## src/rtl/sem_bank_pkg.sv

```systemverilog
package sem_bank_pkg;
  typedef enum logic [1:0] {
    OWN_NONE = 2'd0,
    OWN_A    = 2'd1,
    OWN_B    = 2'd2
  } owner_e;
endpackage

```

## src/rtl/sem_cell.sv

```systemverilog
module sem_cell
  import sem_bank_pkg::*;
#(
  parameter bit TIE_TO_B = 1'b0
) (
  input  logic clk,
  input  logic rst,
  input  logic wr_a,
  input  logic d_a,
  input  logic wr_b,
  input  logic d_b,
  output logic hold_a,
  output logic hold_b
);
  logic   pend_a_q, pend_b_q;
  logic   pend_a_nx, pend_b_nx;
  owner_e own_q, own_nx;

  // a write from either port only updates that port's request latch
  assign pend_a_nx = wr_a ? ~d_a : pend_a_q;
  assign pend_b_nx = wr_b ? ~d_b : pend_b_q;

  always_comb begin
    own_nx = own_q;
    unique case (own_q)
      OWN_A: if (!pend_a_nx) own_nx = pend_b_nx ? OWN_B : OWN_NONE;
      OWN_B: if (!pend_b_nx) own_nx = pend_a_nx ? OWN_A : OWN_NONE;
      default: begin
        if (pend_a_nx && pend_b_nx) own_nx = TIE_TO_B ? OWN_B : OWN_A;
        else if (pend_a_nx)         own_nx = OWN_A;
        else if (pend_b_nx)         own_nx = OWN_B;
      end
    endcase
  end

  always_ff @(posedge clk) begin
    if (rst) begin
      pend_a_q <= 1'b0;
      pend_b_q <= 1'b0;
      own_q    <= OWN_NONE;
    end else begin
      pend_a_q <= pend_a_nx;
      pend_b_q <= pend_b_nx;
      own_q    <= own_nx;
    end
  end

  assign hold_a = (own_q == OWN_A);
  assign hold_b = (own_q == OWN_B);
endmodule

```

## src/rtl/sem_port.sv

```systemverilog
module sem_port #(
  parameter int NUM_SEM = 8,
  parameter int RD_W    = 8,
  localparam int IDX_W  = $clog2(NUM_SEM)
) (
  input  logic               clk,
  input  logic               rst,
  input  logic               sel_n,
  input  logic               rw,
  input  logic               oe_n,
  input  logic [IDX_W-1:0]   idx,
  input  logic [NUM_SEM-1:0] held,
  output logic [NUM_SEM-1:0] wr_stb,
  output logic [RD_W-1:0]    rdata
);
  logic rd_on, rd_q, wr_on;

  assign rd_on = !sel_n && rw && !oe_n;
  assign wr_on = !sel_n && !rw;

  // only the addressed semaphore sees the write strobe
  for (genvar g = 0; g < NUM_SEM; g++) begin : g_stb
    assign wr_stb[g] = wr_on && (idx == IDX_W'(g));
  end

  // capture on read start, hold while reading, all ones when idle
  always_ff @(posedge clk) begin
    if (rst) begin
      rd_q  <= 1'b0;
      rdata <= '1;
    end else begin
      rd_q <= rd_on;
      if (rd_on && !rd_q) rdata <= {RD_W{~held[idx]}};
      else if (!rd_on)    rdata <= '1;
    end
  end
endmodule

```

## src/rtl/sem_bank_top.sv

```systemverilog
module sem_bank_top #(
  parameter int NUM_SEM  = 8,
  parameter int RD_W     = 8,
  parameter int TIE_PORT = 0,
  localparam int IDX_W   = $clog2(NUM_SEM)
) (
  input  logic             clk,
  input  logic             rst,
  input  logic             a_sel_n,
  input  logic             a_rw,
  input  logic             a_oe_n,
  input  logic [IDX_W-1:0] a_idx,
  input  logic             a_wd,
  output logic [RD_W-1:0]  a_rdata,
  input  logic             b_sel_n,
  input  logic             b_rw,
  input  logic             b_oe_n,
  input  logic [IDX_W-1:0] b_idx,
  input  logic             b_wd,
  output logic [RD_W-1:0]  b_rdata
);
  logic [NUM_SEM-1:0] held_a, held_b;
  logic [NUM_SEM-1:0] stb_a, stb_b;

  sem_port #(.NUM_SEM(NUM_SEM), .RD_W(RD_W)) port_a_i (
    .clk(clk), .rst(rst), .sel_n(a_sel_n), .rw(a_rw), .oe_n(a_oe_n),
    .idx(a_idx), .held(held_a), .wr_stb(stb_a), .rdata(a_rdata)
  );

  sem_port #(.NUM_SEM(NUM_SEM), .RD_W(RD_W)) port_b_i (
    .clk(clk), .rst(rst), .sel_n(b_sel_n), .rw(b_rw), .oe_n(b_oe_n),
    .idx(b_idx), .held(held_b), .wr_stb(stb_b), .rdata(b_rdata)
  );

  for (genvar s = 0; s < NUM_SEM; s++) begin : g_cell
    sem_cell #(.TIE_TO_B(TIE_PORT == 1)) cell_i (
      .clk(clk), .rst(rst),
      .wr_a(stb_a[s]), .d_a(a_wd),
      .wr_b(stb_b[s]), .d_b(b_wd),
      .hold_a(held_a[s]), .hold_b(held_b[s])
    );
  end
endmodule

```

## config.mk

```make
export PLATFORM = sky130hd
export DESIGN_NAME = sem_bank_top
export DESIGN_NICKNAME = d
export VERILOG_FILES = /design/src/rtl/sem_bank_pkg.sv /design/src/rtl/sem_cell.sv /design/src/rtl/sem_port.sv /design/src/rtl/sem_bank_top.sv
export SDC_FILE = /design/constraint.sdc
export NUM_CORES = 1
export LEC_CHECK = 0
export BUFFER_PORTS_ARGS = -buffer_cell sky130_fd_sc_hd__buf_4
export CELL_PAD_IN_SITES_DETAIL_PLACEMENT = 1
export CELL_PAD_IN_SITES_GLOBAL_PLACEMENT = 1
export CORE_UTILIZATION = 47
export CTS_CLUSTER_DIAMETER = 80
export DETAILED_ROUTE_END_ITERATION = 10
export GPL_TIMING_DRIVEN = 0
export PLACE_DENSITY_LB_ADDON = 0.1
export SYNTH_ARGS = -nofsm -noshare
export SYNTH_HDL_FRONTEND = slang
export SYNTH_SLANG_ARGS = --single-unit
```

## constraint.sdc

```tcl
create_clock -name clk -period 4.75 [get_ports clk]
set_input_delay 0.95 -clock clk [delete_from_list [all_inputs] [get_ports clk]]
set_output_delay 0.95 -clock clk [all_outputs]
set_load 0.005 [all_outputs]
```

==> results of run 1 <==
==> logic make-up after synthesis <==
family	after synthesis	share of synthesized area
multiplexers	14	0.0786
flip-flops	36	0.292
buffers and inverters	44	0.0943
AND/OR/NAND/NOR	114	0.232
AO/OA/AOI/OAI	65	0.222
adder cells (fa/ha/maj)	16	0.0811
==> path summary, 6_finish.rpt <==
kind,from,end,depth (start not counted)
setup reg to reg,g_cell[1].cell_i.own_q[0],port_b_i.rdata[6],5
hold / removal,port_a_i.rd_q,port_a_i.rdata[6],1
hold reg to reg,port_a_i.rd_q,port_a_i.rdata[6],1
setup / recovery,b_idx[2],g_cell[3].cell_i.own_q[0],7
==> area by class of cell <==
cell class,instances,area share
timing repair buffer,29,0.0760
sequential,36,0.252
multi-input combinational,209,0.529
buffer,23,0.0538
clock buffer,8,0.0315
inverter,21,0.0275
tap,70,0.0306
==> worst max-delay path, delay by kind of cell <==
| kind | cells | cell delay (ns) |
|---|---|---|
| AOI/OAI and AO/OA | 2 | 0.57 |
| buffers and inverters | 1 | 0.13 |
| muxes | 1 | 0.21 |
| and+or+nand+nor | 3 | 0.73 |
==> cell usage in the layout (no fill, tap or decap), types with 2 or more instances in the layout <==
cell	count
nor3b_2	2
o211a_1	5
a311oi_2	5
a21o_1	7
and3_1	3
inv_1	21
and2_1	2
nand2_1	13
ha_1	16
mux4_2	4
dfxtp_1	36
clkbuf_1	6
clkbuf_8	6
a221oi_1	7
and2b_1	2
nand3_1	6
o21ai_1	5
clkbuf_2	2
nor3_1	9
nor4b_1	2
mux2_2	3
nand4_1	2
a21oi_1	10
nor2_1	59
a31o_1	3
buf_4	44
mux2i_1	7
o211ai_1	2
nor2b_1	3
a21boi_0	2
a311oi_1	4
==> per-stage QoR <==
stage / instance area, sq um / cells / hold slack [ns] / setup WS (ns) / power, mW
2_1_floorplan: 2470 / 289 / 0.445 / 2.41 / 0.515
3_3_place_gp: 2770 / 388 / 0.456 / 2.03 / 0.571
3_5_place_dp: 2770 / 388 / 0.469 / 2.02 / 0.580
4_1_cts: 2860 / 396 / 0.476 / 2.32 / 0.809
5_1_grt: 2860 / 396 / 0.495 / 2.18 / 0.852
6_report: 2860 / 396 / 0.472 / 2.32 / 0.804
==> registers in the layout, summed over array words and instances, names as in the netlist <==
register                flops
port_a_i.rdata              1
g_cell.cell_i.own_q        16
port_a_i.rd_q               1
g_cell.cell_i.pend_a_q      8
port_b_i.rd_q               1
port_b_i.rdata              1
g_cell.cell_i.pend_b_q      8
==> synth_stat cells, types with 2 or more instances <==
| cell type | number | area share |
|---|---|---|
| a21boi_0 | 2 | 0.0061 |
| a21o_1 | 7 | 0.021 |
| a21oi_1 | 10 | 0.020 |
| a221oi_1 | 7 | 0.025 |
| a311oi_1 | 4 | 0.014 |
| a311oi_2 | 5 | 0.030 |
| a31o_1 | 3 | 0.011 |
| and2_1 | 2 | 0.0051 |
| and2b_1 | 2 | 0.0061 |
| and3_1 | 3 | 0.0076 |
| buf_4 | 15 | 0.046 |
| clkbuf_1 | 4 | 0.0061 |
| clkbuf_2 | 2 | 0.0041 |
| dfxtp_1 | 36 | 0.29 |
| ha_1 | 16 | 0.081 |
| inv_1 | 21 | 0.032 |
| mux2_2 | 3 | 0.014 |
| mux2i_1 | 7 | 0.028 |
| mux4_2 | 4 | 0.037 |
| nand2_1 | 13 | 0.020 |
| nand3_1 | 6 | 0.012 |
| nand4_1 | 2 | 0.0051 |
| nor2_1 | 59 | 0.090 |
| nor2b_1 | 3 | 0.0076 |
| nor3_1 | 9 | 0.018 |
| nor3b_2 | 2 | 0.010 |
| nor4b_1 | 2 | 0.0071 |
| o211a_1 | 5 | 0.020 |
| o211ai_1 | 2 | 0.0061 |
| o21ai_1 | 5 | 0.010 |
==> power breakdown <==
part / total, mW / switching, mW / leakage, nW / internal, mW
sequential: 0.337 / 0.0144 / 0.293 / 0.322
combinational: 0.236 / 0.129 / 0.916 / 0.108
clock: 0.231 / 0.113 / 0.0455 / 0.118
==> metal layers <==
layer / vias to the layer above / GRT usage
met5: - / 0
met4: 0 / 0.0650
met3: 6 / 0.0420
met2: 49 / 0.443
met1: 1091 / 0.320
li1: 1097 / -
==> results.md, run 1 <==
- Final-report max-slew violation count: 0
- Post-route ant nets: 0
- Fmax: 412 MHz
- Final Critical Period: 2.43 ns
- Fillers: 621
- Full die area: 0.00554 sq mm
- Worst IR Drop VDD: 0.000124 V
- Clk_lat worst skew: 0.30 ns
- Critical Path AT: 2.58 ns
- Netlist cell types: 58
- Die Y-Extent: 74.5 um
- Met2 wire len: 3160 um
- Mapped cell area: 0.00247 sq mm
- Rel. slew slack: 0.556
- Port Buffers: 29
- Largest net degree at the start of global routing: 11
- Reg2Reg Setup Slack: 3.07 ns
- Clk root buf: clkbuf_8
- Metal-1 WL: 2950 um
- WL met3: 298 um
- Ant diodes: 0
- # H-tree levels: 2
- Worst-margin pin slew: 0.665 ns
- Max incr delay on CP: 0.39 ns
- Setup TNS: 0 ns
- CTS Hold Bufs: 0
- Maxcap violations: 0
- Worst Setup Start Kind: primary input
- IO Pins: 32
- Number of global-route vias before repair: 2198
- Max layer used: met4
- Pre-Repair DR Iteration Count: 4
- Final Setup Violations: 0
- Chip width: 74.5 um
- Async S/R FF share, synth: 0
- Core Area: 0.00507 sq mm
- CP required: 4.91 ns
- HPWL Detailed: 4990 um
- Inserted Clock Buffers: 5
- GRT overflow: 0
- Final wirelength: 6480 um
- Nets: 357
- Via/cell ratio: 5.66
- Total GRT Usage: 0.252
- Final Skew: 0.00998 ns
- Worst Hold Class: reg2reg
- Max FO, Critical Path: 10
- Initial DRC count: 50
- Post-route DRC violation count: 0
- Status: completed
- Post-synth EDFFs: 0
- #FFs+latches synth: 36
- Mapped Cells: 289
- Post-CTS Setup Bufs: 0
- Post-layout util: 0.564
- Area occupied by multi-input gates: 0.00151 sq mm
- Mean Syn Cell Area: 8.54 sq um
- Layout cells sized above 1: 0.236
- Syn. warnings: 0
- Cell Chain, Critical Path: buf_4 > nor3_4 > and3_1 > a2bb2o_1 > o221ai_2 > mux2i_1 > nor2_1
- Worst-path clk slew: 0.07 ns
- Antenna violations before repair: 0
- WS Path Type: in2reg
- Fin. Hold Viols: 0
- RSZ-0062 raised after global routing: no
- Crit path max-delay cell type: nor3_4
- Leakage power: 1.25 nW
- Layout area overhead: 16.0%
- Sequential area share after synthesis: 0.292
- Initial core utilization: 0.486
- Drt wl/cell: 16.4 um
- Top_reg_cell synth: dfxtp_1
- Crit share post-route: 0.511
- Power density cells: 281 mW/mm^2
- Post-cts sizing count: 0
- CTS tree: done
- Clock sinks: 36
- Routability cong.: 0.809
- Site Rows: 26
- Via count: 2243
- Syn Nets: 321
- First-pass GRT wire length: 10500 um
- CTS Buffer Depth: 2
- Worst setup EP type: register
- Register area: 721 sq um
No activity file was read; power rests on OpenSTA's default activity.
==> run 2: changes to the inputs <==
CORE_UTILIZATION = 44   (was 47)
clock period = 2.35 ns   (was 4.75 ns; I/O delays follow)
==> results.md, run 2 (synthesized netlist as in run 1, its figures left out) <==
- IO Pins: 32 (unchanged)
- CP top delay family: simple AND/OR/NAND/NOR gates
- Status: completed
- Leakage power: 1.26 nW (+0.77%)
- Number of global-route vias before repair: 2266 (+3.1%)
- Power density cells: 594 mW/mm^2 (+110%)
- Full die area: 0.00591 sq mm (+6.6%)
- Fmax: 501 MHz
- HPWL Detailed: 4980 um (-0.29%)
- Rel. slew slack: 0.537 (-0.0190)
- Most frequent cells in the layout: nor2_1 (59), buf_4 (44), dfxtp_1 (36), inv_1 (21), ha_1 (16)
- Ant diodes: 0 (unchanged)
- Commonest non-fill, non-tap cell in the layout: nor2_1
- Chip width: 76.9 um (+3.3%)
- Final Critical Period: 2.00 ns
- Worst Hold Class: in2reg
- Worst IR Drop VDD: 0.000280 V (+120%)
- Final wirelength: 6440 um (-0.62%)
- Worst-path clk slew: 0.08 ns (about the same)
- Cell Chain, Critical Path: buf_4 > nor3_4 > and3_1 > a2bb2o_1 > o221ai_2 > mux2i_1 > nor2_1
- Initial DRC count: 72 (+44%)
- Via/cell ratio: 5.66 (unchanged)
- CTS tree: done
- Pre-Repair DR Iteration Count: 4 (unchanged)
- Worst setup EP type: register
- Drt wl/cell: 16.3 um (-0.62%)
- Worst hold stages: 2 (+1)
- Nets: 357 (unchanged)
- Post-route ant nets: 0 (unchanged)
- Initial core utilization: 0.471 (-0.0151)
- CTS Hold Bufs: 0 (unchanged)
- Post-cts sizing count: 0 (unchanged)
- Crit path buffers/inverters: 1 (unchanged)
- Min-Delay Startpoint: a_oe_n
- CP required: 2.51 ns (-2.40 ns)
- Crit share post-route: 0.850
- Total power: 1.71 mW (+110%)
- First-pass GRT wire length: 10900 um (+3.7%)
- Setup TNS: 0 ns (unchanged)
- WS Path Type: in2reg
- RSZ-0062 raised after global routing: no
- Core Area: 0.00524 sq mm (+3.2%)
- Layout area overhead: 16.7%
- Clock sinks: 36 (unchanged)
- Clk root buf: clkbuf_8
- CP Depth: 7 (unchanged)
- Maxcap violations: 0 (unchanged)
- Area occupied by multi-input gates: 0.00151 sq mm (unchanged)
- Site Rows: 26 (unchanged)
- Inserted Clock Buffers: 5 (unchanged)
- Max incr delay on CP: 0.43 ns (+0.04 ns)
- CP Launch Point: b_idx[2]
- # H-tree levels: 2 (unchanged)
- Fillers: 651 (+4.8%)
- Fin. Hold Viols: 0 (unchanged)
- Antenna violations before repair: 0 (unchanged)
- Via count: 2243 (unchanged)
- Worst Setup Start Kind: primary input
- Final Setup Violations: 0 (unchanged)
- Largest net degree at the start of global routing: 12 (+1)
- Layout cells sized above 1: 0.239 (+0.00307)
- Routability cong.: 0.791 (-2.2%)
- Final Skew: 0.0105 ns (+0.000484 ns)
- Top Registers: g_cell.cell_i.own_q (16), g_cell.cell_i.pend_a_q (8), g_cell.cell_i.pend_b_q (8)
- Total GRT Usage: 0.235 (-0.0179)
- Worst-margin pin slew: 0.694 ns (+0.0285 ns)
- Register area: 721 sq um (unchanged)
- Post-route DRC violation count: 0 (unchanged)
- Reg with most FFs: g_cell.cell_i.own_q
- Port Buffers: 29 (unchanged)
- Post-CTS Setup Bufs: 0 (unchanged)
- Max FO, Critical Path: 10 (unchanged)
- Worst reg2reg startpoint: g_cell[1].cell_i.own_q[0]
- Die Y-Extent: 76.9 um (+3.3%)
- Critical Path AT: 2.16 ns (-0.42 ns)
- Clk_lat worst skew: 0.30 ns (about the same)
- FF-to-FF path depth: 5 (unchanged)
- Crit path max-delay cell type: nor3_4
- CTS Buffer Depth: 2 (unchanged)
- Max FFs per register: 16 (unchanged)
- GRT overflow: 0 (unchanged)
- Final-report max-slew violation count: 0 (unchanged)
==> run 2: cell count changes in the layout (fill, tap and decap cells not counted) <==
cell,delta
clkinv_2,+1
clkbuf_1,-1
clkbuf_8,-1
bufinv_16,+1
==> run 2: worst paths after layout <==
kind | slack [ns] | end
setup reg to reg | 0.64 | port_b_i.rdata[6]
hold reg to reg | 0.48 | port_a_i.rdata[6]
hold / removal | 0.34 | port_a_i.rd_q
setup / recovery | 0.35 | g_cell[3].cell_i.own_q[0]
==> run 2: metal layers <==
| metal | up-vias | track usage | part of all wire |
|---|---|---|---|
| li1 | 1100 | - | - |
| met1 | 1094 | 0.292 | 0.47 |
| met2 | 43 | 0.413 | 0.48 |
| met3 | 6 | 0.0405 | 0.037 |
| met4 | 0 | 0.0635 | 0.0098 |
| met5 | - | 0 | 0 |
==> run 2: area by class of cell <==
| class | instances | share of cell area |
|---|---|---|
| buffer | 23 | 0.0534 |
| clock buffer | 6 | 0.0252 |
| clock inverter | 2 | 0.0122 |
| inverter | 21 | 0.0274 |
| multi-input combinational | 209 | 0.526 |
| sequential | 36 | 0.250 |
| tap | 70 | 0.0304 |
| timing repair buffer | 29 | 0.0756 |
==> run 2: power by group <==
group	leakage, nW	total [mW]	internal [mW]	switching, mW
registers	0.293	0.680	0.651	0.0283
clock network	0.0552	0.553	0.315	0.238
logic	0.916	0.478	0.218	0.260
total	1.26	1.71	1.18	0.526
==> run 2: stage by stage <==
step                cell area (sq um)   util  setup slack, ns  std cells  hold WS, ns
floorplan                        2470      -            0.489        289        0.445
global placement                 2770  0.529            0.110        388        0.456
detailed placement               2770  0.529           0.0597        388        0.464
CTS                              2880  0.550            0.376        396        0.330
global route                     2880  0.550            0.281        396        0.342
finish                           2880  0.550            0.352        396        0.335
==> run 2: worst register-to-register path, delay by kind of cell, from the launching register on <==
family | cells | cell delay (ns)
buffers and inverters | 1 | 0.06
AO/OA/AOI/OAI | 1 | 0.15
adder cells (fa/ha/maj) | 1 | 0.27
multiplexers | 2 | 0.77
flip-flops | 1 | 0.38
==> run 3: changes to the inputs <==
CORE_UTILIZATION = 47   (was 44)
PLACE_DENSITY = 0.88   (was not set)
PLACE_DENSITY_LB_ADDON = not set   (was 0.1)
clock period = 2.4 ns   (was 2.35 ns; I/O delays follow)
==> results.md, run 3 (synthesized netlist as in run 1, its figures left out) <==
- Pre-Repair DR Iteration Count: 4 (unchanged)
- Fin area: 0.00286 sq mm (-0.61%)
- Number of global-route vias before repair: 2009 (-11%)
- WS Path Type: in2reg
- Post-route DRC violation count: 0 (unchanged)
- Initial core utilization: 0.486 (+0.0151)
- Total GRT Usage: 0.228 (-0.00672)
- CTS Buffer Depth: 2 (unchanged)
- Routability cong.: 0.826 (+4.4%)
- Final Skew: 0.00533 ns (-0.00513 ns)
- Final Critical Period: 2.02 ns
- Full die area: 0.00554 sq mm (-6.2%)
- HPWL Detailed: 4960 um (-0.44%)
- Via/cell ratio: 5.58 (-1.5%)
- Finished Layout Cells: 396 (unchanged)
- Drt wl/cell: 15.5 um (-4.4%)
- Status: completed
- Final-report max-slew violation count: 0 (unchanged)
- Worst Hold Class: in2reg
- Maxcap violations: 0 (unchanged)
- Leakage power: 1.25 nW (-0.76%)
- Nets: 357 (unchanged)
- Via count: 2209 (-1.5%)
- Max FFs per register: 16 (unchanged)
- Clk root buf: clkbuf_8
- Max FO, Critical Path: 10 (unchanged)
- Power density cells: 552 mW/mm^2 (-7.1%)
- Worst setup EP type: register
- Worst Setup Start Kind: primary input
- Layout area overhead: 16.0%
- Rel. slew slack: 0.560 (+0.0224)
- Port Buffers: 29 (unchanged)
- Clock sinks: 36 (unchanged)
- Site Rows: 26 (unchanged)
- Post-cts sizing count: 0 (unchanged)
- Final wirelength: 6150 um (-4.4%)
- Chip width: 74.5 um (-3.2%)
- Final Setup Violations: 0 (unchanged)
- CTS Hold Bufs: 0 (unchanged)
- Largest net degree at the start of global routing: 11 (-1)
- Worst-path clk slew: 0.07 ns (about the same)
- Inserted Clock Buffers: 5 (unchanged)
- Post-layout util: 0.564 (+0.0142)
- Fmax: 494 MHz
- Worst IR Drop VDD: 0.000391 V (+40%)
- Layout cells sized above 1: 0.236 (-0.00307)
- Core Area: 0.00507 sq mm (-3.1%)
- Commonest non-fill, non-tap cell in the layout: nor2_1
- Setup TNS: 0 ns (unchanged)
- Critical Path AT: 2.18 ns (+0.02 ns)
- Die Y-Extent: 74.5 um (-3.2%)
- Antenna violations before repair: 0 (unchanged)
- DP Area: 0.00277 sq mm (unchanged)
- Ant diodes: 0 (unchanged)
- GRT overflow: 0 (unchanged)
- RSZ-0062 raised after global routing: no
- Fin Hold WS: 0.365 ns (+0.0296 ns)
- Reg with most FFs: g_cell.cell_i.own_q
- Fin. Hold Viols: 0 (unchanged)
- # H-tree levels: 2 (unchanged)
- Fillers: 621 (-4.6%)
- CP required: 2.55 ns (+0.04 ns)
- Initial DRC count: 53 (-26%)
- Crit share post-route: 0.844
- Top Registers: g_cell.cell_i.own_q (16), g_cell.cell_i.pend_a_q (8), g_cell.cell_i.pend_b_q (8)
- Cells after DPL: 388 (unchanged)
- First-pass GRT wire length: 9460 um (-13%)
- Clk_lat worst skew: 0.29 ns (about the same)
- Post-CTS Setup Bufs: 0 (unchanged)
- Worst-margin pin slew: 0.660 ns (-0.0336 ns)
- Most frequent cells in the layout: nor2_1 (59), buf_4 (44), dfxtp_1 (36), inv_1 (21), ha_1 (16)
- IO Pins: 32 (unchanged)
- CTS tree: done
- Post-route ant nets: 0 (unchanged)
run 3: worst paths after layout:
path                        startpoint  slack, ns                        end  cells after the start
max                           b_idx[2]       0.38  g_cell[3].cell_i.own_q[0]                      7
min                             b_oe_n       0.36              port_b_i.rd_q                      2
max reg2reg  g_cell[1].cell_i.own_q[0]       0.71          port_b_i.rdata[6]                      5
min reg2reg              port_a_i.rd_q       0.47          port_a_i.rdata[6]                      1
run 3: layer usage:
metal	wire (um)	track usage	vias to the layer above
li1	-	-	1096
met1	2790	0.283	1057
met2	3020	0.396	43
met3	223	0.0407	13
met4	119	0.0776	0
met5	0	0	-
run 3: where the power goes:
| part | switching (mW) | leakage (nW) | total, mW | internal, mW |
|---|---|---|---|---|
| registers | 0.0286 | 0.293 | 0.667 | 0.638 |
| logic | 0.252 | 0.916 | 0.465 | 0.213 |
| clock network | 0.213 | 0.0455 | 0.448 | 0.234 |
| total | 0.494 | 1.25 | 1.58 | 1.09 |
run 3: area by class of cell:
class / instances / area (sq um) / share of cell area
timing repair buffer: 29 / 218 / 0.0760
clock buffer: 8 / 90.1 / 0.0315
inverter: 21 / 78.8 / 0.0275
buffer: 23 / 154 / 0.0538
tap: 70 / 87.6 / 0.0306
sequential: 36 / 721 / 0.252
multi-input combinational: 209 / 1510 / 0.529
run 3: worst max-delay path: stages:
cell,delay [ns]
buf_4,0.13
nor3_4,0.41
and3_1,0.32
a2bb2o_1,0.34
o221ai_2,0.22
mux2i_1,0.24
nor2_1,0.05
run 3: stage by stage:
stage	worst slack (ns)	total power, mW
finish	0.375	1.58
global route	0.278	1.68
CTS	0.391	1.59
detailed placement	0.0977	1.14
global placement	0.174	1.12
floorplan	0.529	1.02
